--- src/rtl/updown_cnt_pkg.sv ---
package updown_cnt_pkg;

  typedef enum logic [1:0] {
    MODE_WRAP      = 2'b00,
    MODE_BOUNCE    = 2'b01,
    MODE_MATCHCLR  = 2'b10,
    MODE_EARLYFLAG = 2'b11
  } waveMode_e;

  // strobes from control to datapath, at most one of incr/decr/clear high
  typedef struct packed {
    logic load;
    logic clear;
    logic incr;
    logic decr;
    logic setOvf;
  } cntCtrl_s;

endpackage

--- src/rtl/updown_cnt_ctl.sv ---
module updown_cnt_ctl
  import updown_cnt_pkg::*;
#(
  parameter int CNT_W = 8,
  parameter int CS_W  = 3
) (
  input  logic             clk,
  input  logic             rstN,
  input  logic             tickEn,
  input  logic [CS_W-1:0]  clkSel,
  input  logic [1:0]       waveMode,
  input  logic [CNT_W-1:0] cmpVal,
  input  logic             cntWrEn,
  input  logic [CNT_W-1:0] count,
  output cntCtrl_s         ctrlStb,
  output logic             atTop,
  output logic             atBottom
);

  localparam logic [CNT_W-1:0] MAX_V  = {CNT_W{1'b1}};
  localparam logic [CNT_W-1:0] MAX_M1 = MAX_V - 1'b1;
  localparam logic [CNT_W-1:0] BOT_V  = '0;

  logic dirDown, dirNext;
  logic tickQual, advance;
  logic [CNT_W-1:0] topVal;
  waveMode_e modeSel;

  assign modeSel  = waveMode_e'(waveMode);
  assign tickQual = tickEn && (clkSel != '0);
  assign advance  = tickQual && !cntWrEn;

  always_comb begin
    ctrlStb      = '0;
    ctrlStb.load = cntWrEn;
    dirNext      = dirDown;
    if (advance) begin
      unique case (modeSel)
        MODE_WRAP: begin
          dirNext        = 1'b0;
          ctrlStb.incr   = 1'b1;
          ctrlStb.setOvf = (count == MAX_V);
        end
        MODE_BOUNCE: begin
          if (dirDown) begin
            if (count == BOT_V) begin
              ctrlStb.incr   = 1'b1;
              ctrlStb.setOvf = 1'b1;
              dirNext        = 1'b0;
            end else begin
              ctrlStb.decr = 1'b1;
            end
          end else if (count == MAX_V) begin
            ctrlStb.decr = 1'b1;
            dirNext      = 1'b1;
          end else begin
            ctrlStb.incr = 1'b1;
          end
        end
        MODE_MATCHCLR: begin
          dirNext = 1'b0;
          if (count == cmpVal) ctrlStb.clear = 1'b1;
          else                 ctrlStb.incr  = 1'b1;
          ctrlStb.setOvf = (count == MAX_V);
        end
        MODE_EARLYFLAG: begin
          dirNext        = 1'b0;
          ctrlStb.incr   = 1'b1;
          ctrlStb.setOvf = (count == MAX_M1);
        end
        default: ;
      endcase
    end
  end

  always_ff @(posedge clk or negedge rstN) begin
    if (!rstN) dirDown <= 1'b0;
    else       dirDown <= dirNext;
  end

  assign topVal   = (modeSel == MODE_MATCHCLR) ? cmpVal : MAX_V;
  assign atTop    = (count == topVal);
  assign atBottom = (count == BOT_V);

  // reaching MAX while rising in bounce mode turns the direction
  a_r5_turn_down: assert property (@(posedge clk) disable iff (!rstN)
    (advance && modeSel == MODE_BOUNCE && !dirDown && count == MAX_V) |=> dirDown);

  // leaving BOTTOM while falling turns back up
  a_r5_turn_up: assert property (@(posedge clk) disable iff (!rstN)
    (advance && modeSel == MODE_BOUNCE && dirDown && count == BOT_V) |=> !dirDown);

  // no count strobe while stopped
  a_r2_stopped_quiet: assert property (@(posedge clk) disable iff (!rstN)
    (clkSel == '0) |-> !(ctrlStb.incr || ctrlStb.decr || ctrlStb.clear || ctrlStb.setOvf));

endmodule

--- src/rtl/updown_cnt_dp.sv ---
module updown_cnt_dp
  import updown_cnt_pkg::*;
#(
  parameter int CNT_W = 8
) (
  input  logic             clk,
  input  logic             rstN,
  input  cntCtrl_s         ctrlStb,
  input  logic [CNT_W-1:0] cntWrData,
  input  logic             ovfClr,
  output logic [CNT_W-1:0] count,
  output logic             ovfFlag
);

  logic [CNT_W-1:0] countNext;

  always_comb begin
    countNext = count;
    if (ctrlStb.load)       countNext = cntWrData;
    else if (ctrlStb.clear) countNext = '0;
    else if (ctrlStb.incr)  countNext = count + 1'b1;
    else if (ctrlStb.decr)  countNext = count - 1'b1;
  end

  always_ff @(posedge clk or negedge rstN) begin
    if (!rstN) begin
      count   <= '0;
      ovfFlag <= 1'b0;
    end else begin
      count <= countNext;
      if (ctrlStb.setOvf) ovfFlag <= 1'b1;
      else if (ovfClr)    ovfFlag <= 1'b0;
    end
  end

  // a hardware set always leaves the flag high
  a_r8_set_wins: assert property (@(posedge clk) disable iff (!rstN)
    ctrlStb.setOvf |=> ovfFlag);

  // a clear with no set empties the flag
  a_r8_clear_works: assert property (@(posedge clk) disable iff (!rstN)
    (ovfClr && !ctrlStb.setOvf) |=> !ovfFlag);

endmodule

--- src/rtl/updown_tick_counter.sv ---
module updown_tick_counter
  import updown_cnt_pkg::*;
#(
  parameter int CNT_W = 8,
  parameter int CS_W  = 3
) (
  input  logic             clk,
  input  logic             rstN,
  input  logic             tickEn,
  input  logic [CS_W-1:0]  clkSel,
  input  logic [1:0]       waveMode,
  input  logic [CNT_W-1:0] cmpVal,
  input  logic             cntWrEn,
  input  logic [CNT_W-1:0] cntWrData,
  input  logic             ovfClr,
  output logic [CNT_W-1:0] count,
  output logic             atTop,
  output logic             atBottom,
  output logic             ovfFlag
);

  localparam logic [CNT_W-1:0] MAX_V = {CNT_W{1'b1}};

  cntCtrl_s ctrlStb;

  updown_cnt_ctl #(.CNT_W(CNT_W), .CS_W(CS_W)) u_ctl (
    .clk(clk), .rstN(rstN), .tickEn(tickEn), .clkSel(clkSel),
    .waveMode(waveMode), .cmpVal(cmpVal), .cntWrEn(cntWrEn),
    .count(count), .ctrlStb(ctrlStb), .atTop(atTop), .atBottom(atBottom)
  );

  updown_cnt_dp #(.CNT_W(CNT_W)) u_dp (
    .clk(clk), .rstN(rstN), .ctrlStb(ctrlStb), .cntWrData(cntWrData),
    .ovfClr(ovfClr), .count(count), .ovfFlag(ovfFlag)
  );

  // a stopped counter keeps its value unless written
  a_r2_stopped_hold: assert property (@(posedge clk) disable iff (!rstN)
    (clkSel == '0 && !cntWrEn) |=> $stable(count));

  // software load wins over everything
  a_r3_write_load: assert property (@(posedge clk) disable iff (!rstN)
    cntWrEn |=> (count == $past(cntWrData)));

  // mode 0 wraps MAX to zero
  a_r4_wrap_zero: assert property (@(posedge clk) disable iff (!rstN)
    (waveMode == 2'b00 && tickEn && clkSel != '0 && !cntWrEn && count == MAX_V)
      |=> (count == '0 && ovfFlag));

  // compare match in mode 2 clears the count
  a_r6_match_clear: assert property (@(posedge clk) disable iff (!rstN)
    (waveMode == 2'b10 && tickEn && clkSel != '0 && !cntWrEn && count == cmpVal)
      |=> (count == '0));

endmodule

--- config.mk ---
export PLATFORM = sky130hd
export DESIGN_NAME = updown_tick_counter
export DESIGN_NICKNAME = d
export VERILOG_FILES = /design/src/rtl/updown_cnt_pkg.sv /design/src/rtl/updown_cnt_ctl.sv /design/src/rtl/updown_cnt_dp.sv /design/src/rtl/updown_tick_counter.sv
export SDC_FILE = /design/constraint.sdc
export NUM_CORES = 1
export LEC_CHECK = 0
export BUFFER_PORTS_ARGS = -buffer_cell sky130_fd_sc_hd__clkbuf_2
export CAP_MARGIN = 20
export CORE_UTILIZATION = 30
export CTS_BUF_LIST = sky130_fd_sc_hd__clkbuf_4 sky130_fd_sc_hd__clkbuf_8
export CTS_CLUSTER_DIAMETER = 30
export CTS_CLUSTER_SIZE = 30
export DETAILED_ROUTE_END_ITERATION = 10
export PLACE_DENSITY_LB_ADDON = 0.2
export SYNTH_ARGS = -nofsm -noshare
export SYNTH_HDL_FRONTEND = slang
export SYNTH_SLANG_ARGS = --single-unit
--- constraint.sdc ---
create_clock -name clk -period 3.31 [get_ports clk]
set_input_delay 0.1655 -clock clk [delete_from_list [all_inputs] [get_ports clk]]
set_output_delay 0.1655 -clock clk [all_outputs]
set_load 0.02 [all_outputs]
==> results.md <==
Logic synthesis:
- The synthesis-stage register bit count is 10.
- The share of flip-flops with an asynchronous set or reset is 1.000.
- The netlist area before placement is 0.001097 mm2.
- The post-synthesis average cell area is 9.459 um2.
- The portion of synthesized cell area occupied by the leading cell type is 0.2281.
- The post-synthesis adder-cell area fraction is 0.1437.
- Counting distinct cell types in the post-synthesis netlist gives 44.
- When the netlist entered floorplanning its net count stood at 154.
- The fraction of synthesized cell area in xor and xnor cells is 0.04789.
- The simple-gate share of the synthesized area is 0.1471.
- The Yosys step of the flow raised 0 warnings.
- By area, the combinational part of the netlist is dominated by compound AO/OA/AOI/OAI gates.
- The post-synthesis compound-gate area fraction is 0.3387.
- The number of enable-type register cells in the synthesized netlist is 0.
- The post-synthesis instance total is 116.
- The fraction of the yosys area taken by sequential cells is 0.2281.
- The portion of netlist area occupied by mux cells is 0.02052.
- In the synthesized netlist the dominant register cell turns out to be dfrtp_1.
- By area the synthesized netlist is led by dfrtp_1 (23%), ha_1 (13%), a221oi_2 (5.5%).
- Of all cell types, the one taking the most synthesized area is dfrtp_1.

Floorplanning:
- The die height is 62.48 um.
- The floorplan row count is 21.
- The area inside the core boundary is 0.003416 mm2.
- The initial cell density of the core is 0.3212.
- The floorplan step defined a die boundary enclosing 0.003904 mm2.
- 37 I/O pins were placed.
- Measured along the x axis, the die boundary spans 62.48 um.

Clock tree:
- The cell at the root of the clock tree is clkbuf_4.
- The TritonCTS clock tree is yes.
- The clock transition at the registers of the reported paths is 80 ps.
- The longest clock path from root to sink contains 2 buffers.
- The H-tree depth is 1.
- The number of clock buffers added by TritonCTS is 3.
- The clock reaches the later pin of the worst-skew pair after 280 ps.
- The count of clock tree sinks is 10.

Setup path:
- Traced cell by cell, the critical path runs through clkinv_4 -> o22ai_1 -> or4_4 -> o31ai_4 -> a311oi_4 -> inv_2 -> ha_4 -> a21o_1 -> a21o_1 -> a21oi_2 -> nor2b_1 -> o41ai_2 -> xor2_1 -> o21ai_1 -> a221oi_2.
- The maximum net fanout on the critical path is 3.
- The arrival time of the worst setup path is 3490 ps.
- The cell at the slowest stage of the critical path is or4_4.
- STA classifies the critical path endpoint as a register.
- The data required time of the worst path is 3500 ps.
- The kind of start point of the critical path is a register.
- The most numerous cell on the critical path is a21o_1.
- The worst setup path is of the register to register kind.
- In this design, the stage delay of the slowest critical-path cell is 570 ps.

Route:
- The final antenna-violating net count is 0.
- The final route contains 1176 vias.
- The ratio of routed vias to standard cells is 5.204.
- The wire length reported by the detailed router is 3391 um.
- The average routed wire per standard cell is 15.00 um.
- The DRC violation count after routing is 0.
- The first routing iteration left 65 violations.
- The number of optimization iterations in the first detailed-route pass is 4.

GRT:
- The maximum number of pins on one net before global-route repair is 15.
- Summed over all layers, the global routing overflow is 0.
- After global routing, the most crowded layer is met2.
- The first global-routing pass estimated 5830 um of wire.
- For met1 alone, demand over resource in global routing was 0.2464.
- The combined global-route utilization of all metal layers is 0.1894.
- The initial antenna violation count is 0.
- The via count of the first global-routing pass is 1207.
- The global-route met3 utilization is 0.04015.
- The met2 layer usage reported by global route is 0.3125.

Placed design:
- Routability-driven placement finished with a final weighted congestion of 0.8275.
- The count of port buffers added during placement is 36.
- Timing analysis after detailed placement gives a worst setup slack of -60.40 ps.
- The post-DP HPWL is 2840 um.

Power and ir drop:
- The peak supply drop is 0.2373 mV.
- In this run the power density over the cells is 527.5 mW/mm2.
- The overall power consumption is 0.0008474 W.
- The leakage power of the design is 0.7600 nW.

Cells and area:
- The share of the core filled with cells is 0.4703.
- The area added between synthesis and finish is 46.41%.
- In the final design database the tool counted 219 nets.
- In the final layout, the share of cells above drive strength 1 is 0.5333.
- The antenna cell count is 0.

STA:
- The normalized max-slew margin is 0.4304.
- At the pin with the least slew margin, the transition time is 843.7 ps.
- The post-layout minimum cycle time is 3301 ps.
- The sum of negative setup slack is 0 ps.
- On the final layout, the worst hold slack is 63.10 ps.
- The top achievable clock speed is 302.9 MHz.
- The least setup slack across all paths after layout is 8.561 ps.
- The total count of hold-check failures in the final report is 0.
- The number of slew-limit violations in the final report is 0.
- The ratio of final minimum period to clock period is 0.9974.
- Between clock sinks in the finished design, the worst skew comes to 7.801 ps.
- The total setup violations reported at the end of the flow is 0.
- Setup repair after global routing could not meet its margin everywhere.

Run status:
- The flow ran to the end, and the final reports show no timing, DRC or antenna violations.

Min path:
- The path type of the worst min-delay path is input pin to register.

Flow run:
- The max-capacitance violation count is 0.
[through the flow]
stage,cells,area [um2]
after floorplan,116,1132
final,226,1607
after global routing,226,1607
after detailed placement,220,1534
after global placement,220,1534
after CTS,226,1588
[final cells by class]
class                           count  area (um2)
Multi-Input combinational cell     87       808.3
Inverter                           17       68.82
Clock buffer                        4       36.28
Fill cell                         356        1809
Tap cell                           46       57.56
Sequential cell                    10       257.7
Timing Repair Buffer               62       377.9
[state kept, by name, indices dropped and copies added (netlist names)]
register / flops
u_dp.ovfFlag: 1
u_ctl.dirDown: 1
u_dp.count: 8
[cells by family after synthesis]
kind of cell | count (synthesis)
flops | 10
buf+inv | 19
fa+ha+maj | 12
xor+xnor | 6
simple gates | 25
mux | 2
compound gates | 42
[per-layer routing]
metal / part of all wire / wire, um
met1: 0.45 / 1530
met2: 0.48 / 1613
met3: 0.060 / 203
met4: 0.013 / 43
met5: 0 / 0
[Yosys cell counts, types with 2 or more instances]
master	count
nor4_1	3
o21ai_0	3
a21oi_2	3
ha_1	11
xor2_1	3
nand2_1	2
nand3_1	2
o22ai_1	5
xnor2_1	3
a21oi_1	7
nor2_1	4
mux2_2	2
inv_1	16
dfrtp_1	10
nor2b_1	2
nor3_1	2
a221oi_1	4
a22oi_1	3
a221oi_2	4
a21o_1	3
[critical path, delay by kind of cell, from the launching register on]
family          cells  cell delay (ps)
compound gates      9             1510
simple gates        2              640
flops               1              460
fa+ha+maj           1              200
buf+inv             2              190
xor+xnor            1              180
[what timing repair did]
action	4_1_cts	5_1_grt
buffers inserted	1	0
pin swaps	1	1
endpoints found under the hold margin	10	0
setup endpoints to repair	1	3
hold buffers	1	0
resized for setup	0	4
cloned	0	0
[report_power, final]
| part | leakage (nW) | internal, W | total [W] | switching [W] |
|---|---|---|---|---|
| registers | 0.114 | 0.000152 | 0.000190 | 0.0000377 |
| logic | 0.625 | 0.000261 | 0.000539 | 0.000278 |
| clock network | 0.0210 | 0.0000670 | 0.000119 | 0.0000518 |
[final timing paths]
check / startpoint / endpoint / slack [ps] / cells after the start
worst max-delay path: u_dp.count[0] / u_dp.count[7] / 9 / 15
worst min-delay path: ovfClr / u_dp.ovfFlag / 60 / 2
worst max register to register: u_dp.count[0] / u_dp.count[7] / 9 / 15
worst min register to register: u_dp.ovfFlag / u_dp.ovfFlag / 530 / 2
max in group asynchronous: rstN / u_dp.count[5] / 2790 / 2
min in group asynchronous: rstN / u_dp.count[1] / 280 / 2
[layout by cell type (no fill, tap or decap), types with 3 or more instances in the layout]
master	count
a21o_1	3
a21oi_1	5
a21oi_2	5
a221oi_1	4
a221oi_2	4
a22oi_1	3
buf_4	25
clkbuf_2	36
clkbuf_4	3
dfrtp_1	4
dfrtp_2	6
ha_1	10
inv_1	14
nor2_1	4
o21ai_0	3
o22ai_1	5
xnor2_1	3
xor2_1	3
Power figures use the tool's default switching activity.
